--- config.mk ---
export PLATFORM = sky130hd
export DESIGN_NAME = ext_irq_sense
export DESIGN_NICKNAME = d
export VERILOG_FILES = /design/src/rtl/irq_sense_pkg.sv /design/src/rtl/irq_sync.sv /design/src/rtl/irq_sense_regs.sv /design/src/rtl/irq_sense_chan.sv /design/src/rtl/ext_irq_sense.sv
export SDC_FILE = /design/constraint.sdc
export NUM_CORES = 1
export LEC_CHECK = 0
export ABC_CLOCK_PERIOD_IN_PS = 4200
export BUFFER_PORTS_ARGS = -buffer_cell sky130_fd_sc_hd__buf_2
export CAP_MARGIN = 20
export CORE_ASPECT_RATIO = 0.5
export CORE_UTILIZATION = 54
export CTS_CLUSTER_DIAMETER = 40
export DETAILED_ROUTE_END_ITERATION = 8
export HOLD_SLACK_MARGIN = 0.02
export PLACE_DENSITY = 0.84
export SLEW_MARGIN = 20
export SYNTH_ARGS = -nofsm -noshare
export SYNTH_HDL_FRONTEND = slang
export SYNTH_SLANG_ARGS = --single-unit
--- constraint.sdc ---
create_clock -name clk -period 4.2 [get_ports clk]
set_clock_uncertainty 0.05 [all_clocks]
set_input_delay 0.63 -clock clk [delete_from_list [all_inputs] [get_ports clk]]
set_output_delay 0.63 -clock clk [all_outputs]
set_load 0.05 [all_outputs]
--- src/rtl/irq_sense_pkg.sv ---
package irq_sense_pkg;

  localparam int unsigned SENSE_W = 2;

  typedef enum logic [SENSE_W-1:0] {
    SENSE_LOW  = 2'b00,
    SENSE_FALL = 2'b01,
    SENSE_RISE = 2'b10,
    SENSE_ANY  = 2'b11
  } sense_e;

  localparam logic [1:0] ADDR_CTRL = 2'd0;
  localparam logic [1:0] ADDR_FLAG = 2'd1;

endpackage

--- src/rtl/irq_sync.sv ---
module irq_sync #(
  parameter int unsigned WIDTH   = 4,
  parameter logic        RST_VAL = 1'b1
) (
  input  logic             clk,
  input  logic             rst_n,
  input  logic [WIDTH-1:0] d_async,
  output logic [WIDTH-1:0] q_sync
);

  logic [WIDTH-1:0] stage1_q;
  logic [WIDTH-1:0] stage2_q;

  always_ff @(posedge clk or negedge rst_n) begin
    if (!rst_n) begin
      stage1_q <= {WIDTH{RST_VAL}};
      stage2_q <= {WIDTH{RST_VAL}};
    end else begin
      stage1_q <= d_async;
      stage2_q <= stage1_q;
    end
  end

  assign q_sync = stage2_q;

endmodule

--- src/rtl/irq_sense_regs.sv ---
module irq_sense_regs
  import irq_sense_pkg::*;
#(
  parameter int unsigned N_PINS = 4,
  parameter int unsigned REG_W  = 16,
  parameter int unsigned AW     = 2
) (
  input  logic                            clk,
  input  logic                            rst_n,
  input  logic                            bus_sel,
  input  logic                            bus_wr,
  input  logic [AW-1:0]                   bus_addr,
  input  logic [REG_W-1:0]                bus_wdata,
  output logic [REG_W-1:0]                bus_rdata,
  input  logic [N_PINS-1:0]               req_in,
  output logic [N_PINS-1:0][SENSE_W-1:0]  mode_out,
  output logic [N_PINS-1:0]               clr_out
);

  localparam int unsigned CFG_W = N_PINS * SENSE_W;

  logic [CFG_W-1:0] ctrl_q;
  logic [CFG_W-1:0] ctrl_d;
  logic             ctrl_en;
  logic             hit_ctrl;
  logic             hit_flag;

  always_comb begin
    hit_ctrl = (bus_addr == AW'(ADDR_CTRL));
    hit_flag = (bus_addr == AW'(ADDR_FLAG));
    ctrl_en  = bus_sel & bus_wr & hit_ctrl;
    ctrl_d   = bus_wdata[CFG_W-1:0];
    clr_out  = (bus_sel & bus_wr & hit_flag) ? bus_wdata[N_PINS-1:0] : '0;
  end

  always_ff @(posedge clk or negedge rst_n) begin
    if (!rst_n) begin
      ctrl_q <= '0;
    end else if (ctrl_en) begin
      ctrl_q <= ctrl_d;
    end
  end

  for (genvar n = 0; n < N_PINS; n++) begin : g_field
    assign mode_out[n] = ctrl_q[n*SENSE_W +: SENSE_W];
  end

  always_comb begin
    bus_rdata = '0;
    if (hit_ctrl) begin
      bus_rdata[CFG_W-1:0] = ctrl_q;
    end else if (hit_flag) begin
      bus_rdata[N_PINS-1:0] = req_in;
    end
  end

  assert_ctrl_load_R3 : assert property (@(posedge clk) disable iff (!rst_n)
    (bus_sel && bus_wr && bus_addr == AW'(ADDR_CTRL)) |=> ctrl_q == $past(bus_wdata[CFG_W-1:0]));

  assert_reserved_zero_R2 : assert property (@(posedge clk) disable iff (!rst_n)
    (bus_addr == AW'(ADDR_CTRL)) |-> bus_rdata[REG_W-1:CFG_W] == '0);

endmodule

--- src/rtl/irq_sense_chan.sv ---
module irq_sense_chan
  import irq_sense_pkg::*;
(
  input  logic               clk,
  input  logic               rst_n,
  input  logic               pin_sync,
  input  logic [SENSE_W-1:0] mode,
  input  logic               clr,
  output logic               req
);

  logic               prev_q;
  logic               prev_d;
  logic [SENSE_W-1:0] mode_q;
  logic               flag_q;
  logic               flag_d;
  logic               flag_en;
  logic               mode_chg;
  logic               fell;
  logic               rose;
  logic               hit;

  always_comb begin
    mode_chg = (mode != mode_q);
    fell     = prev_q & ~pin_sync;
    rose     = ~prev_q & pin_sync;
    unique case (sense_e'(mode))
      SENSE_FALL: hit = fell;
      SENSE_RISE: hit = rose;
      SENSE_ANY:  hit = fell | rose;
      default:    hit = 1'b0;
    endcase
    if (mode_chg) hit = 1'b0;
    prev_d  = pin_sync;
    flag_en = clr | hit;
    flag_d  = hit ? 1'b1 : 1'b0;
  end

  always_ff @(posedge clk or negedge rst_n) begin
    if (!rst_n) begin
      prev_q <= 1'b1;
      mode_q <= '0;
    end else begin
      prev_q <= prev_d;
      mode_q <= mode;
    end
  end

  always_ff @(posedge clk or negedge rst_n) begin
    if (!rst_n) begin
      flag_q <= 1'b0;
    end else if (flag_en) begin
      flag_q <= flag_d;
    end
  end

  assign req = (sense_e'(mode) == SENSE_LOW) ? ~pin_sync : flag_q;

  assert_edge_sets_R5 : assert property (@(posedge clk) disable iff (!rst_n)
    hit |=> flag_q);

  assert_edge_beats_clear_R9 : assert property (@(posedge clk) disable iff (!rst_n)
    (hit && clr) |=> flag_q);

  assert_clear_drops_R8 : assert property (@(posedge clk) disable iff (!rst_n)
    (clr && !hit) |=> !flag_q);

  assert_no_reconfig_edge_R10 : assert property (@(posedge clk) disable iff (!rst_n)
    (mode != mode_q) |=> !$rose(flag_q));

  assert_flag_from_pin_R7 : assert property (@(posedge clk) disable iff (!rst_n)
    $rose(flag_q) |-> $past(prev_q != pin_sync));

endmodule

--- src/rtl/ext_irq_sense.sv ---
module ext_irq_sense
  import irq_sense_pkg::*;
#(
  parameter int unsigned N_PINS = 4,
  parameter int unsigned REG_W  = 16,
  parameter int unsigned AW     = 2
) (
  input  logic              clk,
  input  logic              rst_n,
  input  logic [N_PINS-1:0] irq_pin,
  input  logic              bus_sel,
  input  logic              bus_wr,
  input  logic [AW-1:0]     bus_addr,
  input  logic [REG_W-1:0]  bus_wdata,
  output logic [REG_W-1:0]  bus_rdata,
  output logic [N_PINS-1:0] irq_req
);

  logic [N_PINS-1:0]              pin_s;
  logic [N_PINS-1:0][SENSE_W-1:0] mode;
  logic [N_PINS-1:0]              clr;

  irq_sync #(.WIDTH(N_PINS), .RST_VAL(1'b1)) u_sync (
    .clk     (clk),
    .rst_n   (rst_n),
    .d_async (irq_pin),
    .q_sync  (pin_s)
  );

  irq_sense_regs #(.N_PINS(N_PINS), .REG_W(REG_W), .AW(AW)) u_regs (
    .clk       (clk),
    .rst_n     (rst_n),
    .bus_sel   (bus_sel),
    .bus_wr    (bus_wr),
    .bus_addr  (bus_addr),
    .bus_wdata (bus_wdata),
    .bus_rdata (bus_rdata),
    .req_in    (irq_req),
    .mode_out  (mode),
    .clr_out   (clr)
  );

  for (genvar n = 0; n < N_PINS; n++) begin : g_chan
    irq_sense_chan u_chan (
      .clk      (clk),
      .rst_n    (rst_n),
      .pin_sync (pin_s[n]),
      .mode     (mode[n]),
      .clr      (clr[n]),
      .req      (irq_req[n])
    );
  end

  assert_level_when_low_R4 : assert property (@(posedge clk) disable iff (!rst_n)
    (mode[0] == SENSE_LOW && !pin_s[0]) |-> irq_req[0]);

endmodule

==> out/qor.csv, run 1 <==
stage,metric,value,unit
status,status,"finished, final reports clean",
timing,finalSetupViolations,0,
finish,area_growth,12.7,%
clocking,htree_levels,2,
logic_synthesis,synth_compound_area_share,8.84,%
logic_synthesis,synth_edf_count,0,
timing,fmax,0.418,GHz
logic_synthesis,ys_types,28,
global_route,grt_start_max_net_pins,33,
timing,rsz0062_at_grt,no,
finish,nFillCells,213,
finish,nNetsFinal,194,
floorplan,die_h,40.0,um
drt,antenna_left,0,
clocking,root_buffer,clkbuf_8,
clocking,cts_tree,done,
timing,finalHoldViolCount,0,
clocking,clk_latency,0.27,ns
floorplan,dieArea,0.00312,sq mm
min_path,hold_class,reg -> reg,
finish,layout-drive-gt1-share,36.6,%
clocking,ctsLongestPathBuffers,2,
logic_synthesis,synth_ff_type,dfrtp_1,
timing,tns,0,ns
timing,fin_crit_sh,57.0,%
logic_synthesis,synth_top_family_by_area,simple AND/OR/NAND/NOR gates,
timing,worstMarginPinSlew,0.676,ns
drt,via_count,998,
drt,route.detailed.drc,0,
drt,viasPerCell,5.04,
logic_synthesis,synthSimpleGateAreaFrac,14.3,%
drt,wl,2570,um
logic_synthesis,avgSynthCellArea,11.9,sq um
logic_synthesis,synth_xor_area_share,0,%
drt,drt_first_pass_iters,4,
global_route,grt_pass1_vias,896,
timing,slew_headroom,55.0,%
logic_synthesis,synth_mux_area_share,7.71,%
power_and_ir_drop,pwr_density_cell,540,mW/mm^2
floorplan,rows,13,
logic_synthesis,syn_inst,131,
global_route,grt_usage,18.7,%
power_and_ir_drop,leakagePower,0.000870,uW
clocking,post_cts_buffers,0,
floorplan,die_w,78.0,um
critical_path,end_kind,output pin,
power_and_ir_drop,peakVddDrop,0.287,mV
critical_path,worstSetupPathType,reg -> out,
flow_run,max_cap_violations,0,
logic_synthesis,synthArstFlopShare,100,%
logic_synthesis,ys_seq_elements,32,
floorplan,start_util,58.4,%
critical_path,crit_path_max_fanout,8,
logic_synthesis,ys_seq_area_share,52.4,%
global_route,antenna_found_initial,0,
clocking,clkSinkCount,32,
floorplan,pin_count,46,
logic_synthesis,syn-cell-area,0.00156,sq mm
critical_path,cp.required,3.52,ns
timing,whs,0.304,ns
floorplan,core-area,0.00267,sq mm
placed_design,gp_congestion,0.714,
placed_design,port_buffers,29,
clocking,cts_inserted_buffers,5,
critical_path,startpoint_type,flop,
global_route,overflow,0,
clocking,ctsResizeCount,0,
drt,post_drt_wl_per_cell,13.0,um
timing,finalCriticalPeriod,2.39,ns
finish,insertedDiodeCount,0,
clocking,clk_pin_slew,0.07,ns
global_route,grt_first_pass_wirelength,4060,um
logic_synthesis,yosysWarnings,0,
timing,final_max_slew_viol_count,0,
logic_synthesis,synth_adder_area_share,6.43,%
drt,drt-initial-drc-count,60,
clocking,cts_hold_buf,0,
placed_design,dp_hpwl,1850,um
critical_path,critPathArrivalTime,1.71,ns
==> path summary, 6_finish.rpt <==
| check | from | endpoint | slack [ns] | depth (start not counted) |
|---|---|---|---|---|
| setup / recovery | u_regs.mode_out[6] | bus_rdata[3] | 1.81 | 4 |
| hold / removal | u_sync.stage1_q[1] | u_sync.q_sync[1] | 0.30 | 0 |
| setup reg to reg | g_chan[1].u_chan.prev_q | g_chan[1].u_chan.flag_q | 2.77 | 5 |
| hold reg to reg | u_sync.stage1_q[1] | u_sync.q_sync[1] | 0.30 | 0 |
| max in group asynchronous | rst_n | u_regs.mode_out[5] | 3.32 | 1 |
| min in group asynchronous | rst_n | g_chan[2].u_chan.mode_q[1] | 0.34 | 1 |
==> cells in the mapped netlist (2+ instances only) <==
master    instances  area [sq um]
inv_1            12          45.0
dfstp_2          12           315
nand4_1           3          18.8
mux2_4            8           120
and3b_1           4          35.0
dfrtp_1          20           500
buf_6             2          22.5
o31ai_1           3          22.5
o311a_1           3          30.0
nor3b_1           4          30.0
nand3_1           4          20.0
nand2_1           2          7.51
buf_4            12          90.1
o21ai_0           8          40.0
nor2_1            6          22.5
o211ai_1          4          30.0
ha_1              8           100
and2_1            4          25.0
nor3_1            3          15.0
==> placed cells by master, fill, tap and decap left out, drive strengths merged <==
cell type  count
buf           29
nand4          3
o211ai         4
clkbuf         6
and3b          4
a21bo          1
nor3           3
or3            1
o311a          3
and3           1
nor2           7
nand3          4
nor3b          4
inv           12
a21oi          1
o31ai          3
and2           4
mux2           8
nand4b         1
dfrtp         20
dfstp         12
ha             8
clkinv         2
o21ai          8
nand2          2
conb           8
nor4bb         1
nand2b         1
==> worst max-delay path, stage by stage (launching register included) <==
cell,delay (ns)
dfrtp_1,0.45
or3_1,0.41
a21bo_1,0.20
a21oi_1,0.11
buf_2,0.27
==> layout make-up <==
class	instances	area (sq um)	area share [%]
flip-flops and latches	32	816	46.5
multi-input cells	80	611	34.8
repair buffers	29	145	8.27
clock buffers	6	82.6	4.70
well taps	37	46.3	2.64
inverters	12	45.0	2.57
clock inverters	2	10.0	0.570
==> power breakdown <==
group | switching, uW | internal [uW] | leakage [uW]
clock | 107 | 131 | 0.0000510
combinational | 186 | 90.1 | 0.000457
sequential | 61.0 | 373 | 0.000363
total | 355 | 593 | 0.000870
==> layer usage <==
metal,vias up,routed length [um],track usage (%)
li1,492,-,-
met1,476,1200,22.5
met2,28,1220,31.6
met3,2,141,7.73
met4,0,19,6.94
met5,-,0,0
==> state kept, by name, summed over array words and instances (netlist names) <==
register and flops:
u_sync.q_sync 4, g_chan.u_chan.mode_q 8, g_chan.u_chan.flag_q 4, u_sync.stage1_q 4, u_regs.mode_out 8, g_chan.u_chan.prev_q 4
==> through the flow <==
stage	setup slack (ns)	std cells	util (%)	power, uW	area [sq um]
3_5_place_dp	2.09	190	62.3	716	1660
5_1_grt	1.72	198	65.8	1000	1760
3_3_place_gp	2.08	190	62.3	701	1660
6_report	1.81	198	65.8	948	1760
4_1_cts	1.79	198	65.8	956	1760
2_1_floorplan	1.61	138	-	673	1580
==> logic make-up after synthesis <==
| kind of cell | after synthesis |
|---|---|
| AOI/OAI and AO/OA | 20 |
| adders and majority gates | 8 |
| buffers and inverters | 26 |
| DFF | 32 |
| muxes | 8 |
| other | 1 |
| and+or+nand+nor | 36 |
Power figures use the tool's default switching activity.
==> inputs of run 2 (changes only) <==
Settings changed: ABC_AREA from default to 1, ABC_CLOCK_PERIOD_IN_PS 4200 to 2260, CORE_UTILIZATION 54 to 51, PLACE_DENSITY 0.84 to 0.79.
Clock period 4.2 ns to 2.26 ns, I/O delays scaled along.
==> run 2 against run 1 <==
  * Register-to-register slack got worse by 1.8 ns
  * Sequential power increased by 78%
  * Critical endpoint is now bus_rdata[1]
  * Via count increased by 23%
  * Worst setup slack worse by 1.4 ns
  * Combinational power is 94% higher
  * Synthesized area up 7.3%
  * Hold slack lost 0.27 ns
  * Largest cell class unchanged
==> out/qor.csv, run 2 <==
stage,metric,value,unit,change
logic_synthesis,post-synth-top-area-cell,dfrtp_1,,
floorplan,die_h,42.5,um,+6.3%
floorplan,rows,14,,+1
clocking,root_buffer,clkbuf_8,,
floorplan,dieArea,0.00352,sq mm,+13%
logic_synthesis,synth_most_common_cell,nand2_1,,
finish,layout-drive-gt1-share,26.6,%,-10 points
floorplan,start_util,54.5,%,-3.9 points
logic_synthesis,yosysWarnings,0,,unchanged
finish,area_growth,14.7,%,
logic_synthesis,syn_inst,202,,+54%
critical_path,cp.required,1.87,ns,-1.65 ns
clocking,clkSinkCount,32,,unchanged
finish,final_common_cell,nand2_1,,
flow_run,max_cap_violations,0,,unchanged
global_route,overflow,0,,unchanged
clocking,cts_inserted_buffers,5,,unchanged
clocking,htree_levels,2,,unchanged
drt,post_drt_wl_per_cell,9.59,um,-26%
timing,slew_headroom,55.4,%,+0.49 points
drt,via_count,1224,,+23%
critical_path,critPathArrivalTime,1.50,ns,-0.21 ns
min_path,hold_class,in -> async,,
timing,fin_crit_sh,83.7,%,
drt,wl,2620,um,+1.7%
power_and_ir_drop,leakagePower,0.00109,uW,+26%
global_route,antenna_found_initial,0,,unchanged
floorplan,core-area,0.00307,sq mm,+15%
critical_path,crit_family,flip-flops,,
critical_path,crit_chain,inv_1 -> nand2_1 -> nand2_1 -> o21ai_1 -> nand2_1 -> nand2_1 -> buf_2,,
finish,nNetsFinal,266,,+37%
global_route,grt_start_max_net_pins,33,,unchanged
placed_design,dp_cells,265,,+39%
timing,worstMarginPinSlew,0.668,ns,-0.00728 ns
critical_path,cpMostUsedCell,nand2_1,,
logic_synthesis,synth_ff_type,dfrtp_1,,
clocking,post_cts_buffers,0,,unchanged
clocking,ctsLongestPathBuffers,2,,unchanged
timing,final_max_slew_viol_count,0,,unchanged
critical_path,worst-path-buf-inv,2,,+1
critical_path,worstSetupPathType,reg -> out,,
logic_synthesis,netlist_top_cells_count,"nand2_1, inv_1, dfrtp_1",,
finish,layout_common_cells,"nand2_1, inv_1, buf_2",,
global_route,grt_usage,16.6,%,-2.1 points
critical_path,end_kind,output pin,,
logic_synthesis,ys_seq_area_share,48.8,%,-3.6 points
drt,route.detailed.drc,0,,unchanged
clocking,cts_hold_buf,0,,unchanged
drt,drt_first_pass_iters,4,,unchanged
logic_synthesis,ys_types,15,,-46%
finish,nFillCells,252,,+18%
timing,rsz0062_at_grt,no,,
logic_synthesis,netlist.area_leader.share,29.9,%,-2.2 points
critical_path,crit_slowest_cell,dfrtp_1,,
placed_design,port_buffers,29,,unchanged
finish,instances_no_fill,273,,+38%
placed_design,gp_congestion,0.763,,+6.8%
logic_synthesis,avgSynthCellArea,8.28,sq um,-30%
drt,antenna_left,0,,unchanged
power_and_ir_drop,peakVddDrop,0.456,mV,+59%
drt,viasPerCell,4.48,,-11%
timing,finalCriticalPeriod,1.89,ns,
finish,insertedDiodeCount,0,,unchanged
floorplan,die_w,83.0,um,+6.4%
power_and_ir_drop,pwr_density_cell,987,mW/mm^2,+83%
floorplan,pin_count,46,,unchanged
critical_path,crit_path_max_fanout,7,,-1
critical_path,crit_path_max_incr_delay,0.48,ns,+0.03 ns
drt,drt-initial-drc-count,72,,+20%
timing,fmax,0.529,GHz,
clocking,clk_latency,0.28,ns,about the same
timing,finalSetupViolations,0,,unchanged
global_route,grt_pass1_vias,1079,,+20%
timing,tns,0,ns,unchanged
critical_path,startpoint_type,flop,,
clocking,cts_tree,done,,
logic_synthesis,synth_edf_count,0,,unchanged
logic_synthesis,syn-cell-area,0.00167,sq mm,+7.3%
logic_synthesis,ys_seq_elements,32,,unchanged
clocking,ctsResizeCount,0,,unchanged
placed_design,dp_hpwl,1920,um,+4.0%
clocking,clk_pin_slew,0.07,ns,about the same
global_route,grt_first_pass_wirelength,4480,um,+10%
status,status,"finished, final reports clean",,
logic_synthesis,synthArstFlopShare,100,%,unchanged
logic_synthesis,yosys-top-cells-area,"dfrtp_1, dfstp_2, nand2_1, inv_1, ha_1",,
timing,finalHoldViolCount,0,,unchanged
run 2: final timing paths:
path / start / to / slack, ns / depth (start not counted)
setup / recovery: u_regs.mode_out[2] / bus_rdata[1] / 0.37 / 7
max in group asynchronous: rst_n / g_chan[2].u_chan.mode_q[1] / 1.68 / 1
hold / removal: rst_n / g_chan[1].u_chan.mode_q[0] / 0.04 / 1
hold reg to reg: u_sync.stage1_q[2] / u_sync.q_sync[2] / 0.31 / 0
setup reg to reg: g_chan[1].u_chan.prev_q / g_chan[1].u_chan.flag_q / 0.99 / 7
min in group clk: irq_pin[1] / u_sync.stage1_q[1] / 0.10 / 1
run 2: power breakdown:
part | total, uW | switching, uW | internal, uW
logic | 537 | 385 | 152
clock network | 583 | 195 | 389
registers | 772 | 89.5 | 683
total | 1890 | 669 | 1220
run 2: per-stage QoR:
stage	hold WS (ns)	power [uW]	setup WS [ns]	utilization, %	instance area [sq um]
after floorplan	-0.00659	1240	0.630	-	1700
after global placement	0.295	1300	0.724	58.4	1790
after detailed placement	0.297	1320	0.670	58.4	1790
after CTS	0.0605	1910	0.353	62.6	1920
after global routing	0.0847	2010	0.225	62.6	1920
final	0.0390	1890	0.369	62.6	1920
run 2: layout make-up:
type	instances	area (sq um)	area share, %
repair buffers	29	145	7.57
clock inverters	1	30.0	1.57
well taps	40	50.0	2.61
flip-flops and latches	32	816	42.5
inverters	39	146	7.63
clock buffers	7	96.3	5.02
multi-input cells	125	634	33.1
run 2: worst reg2reg max path: cells and delay by family, from the launching register on:
family | cells | cell delay (ns)
fa+ha+maj | 1 | 0.27
buf+inv | 2 | 0.08
flops | 1 | 0.53
simple gates | 4 | 0.25
run 2: routing by layer:
| layer | part of all wire [%] | vias up | GRT usage [%] | routed length, um |
|---|---|---|---|---|
| met5 | 0 | - | 0 | 0 |
| met4 | 0.96 | 0 | 5.17 | 25 |
| met3 | 3.7 | 4 | 5.91 | 96 |
| met2 | 48 | 23 | 27.4 | 1260 |
| met1 | 47 | 554 | 20.7 | 1240 |
| li1 | - | 643 | - | - |
run 2: kinds of logic (layout without fill, tap and decap cells):
kind of cell | count (synthesis) | after routing | share of synthesized area (%)
other cells | 1 | 8 | 0.224
simple gates | 97 | 97 | 24.6
buf+inv | 52 | 76 | 14.8
flops | 32 | 32 | 48.8
fa+ha+maj | 8 | 8 | 5.99
compound gates | 12 | 12 | 5.61
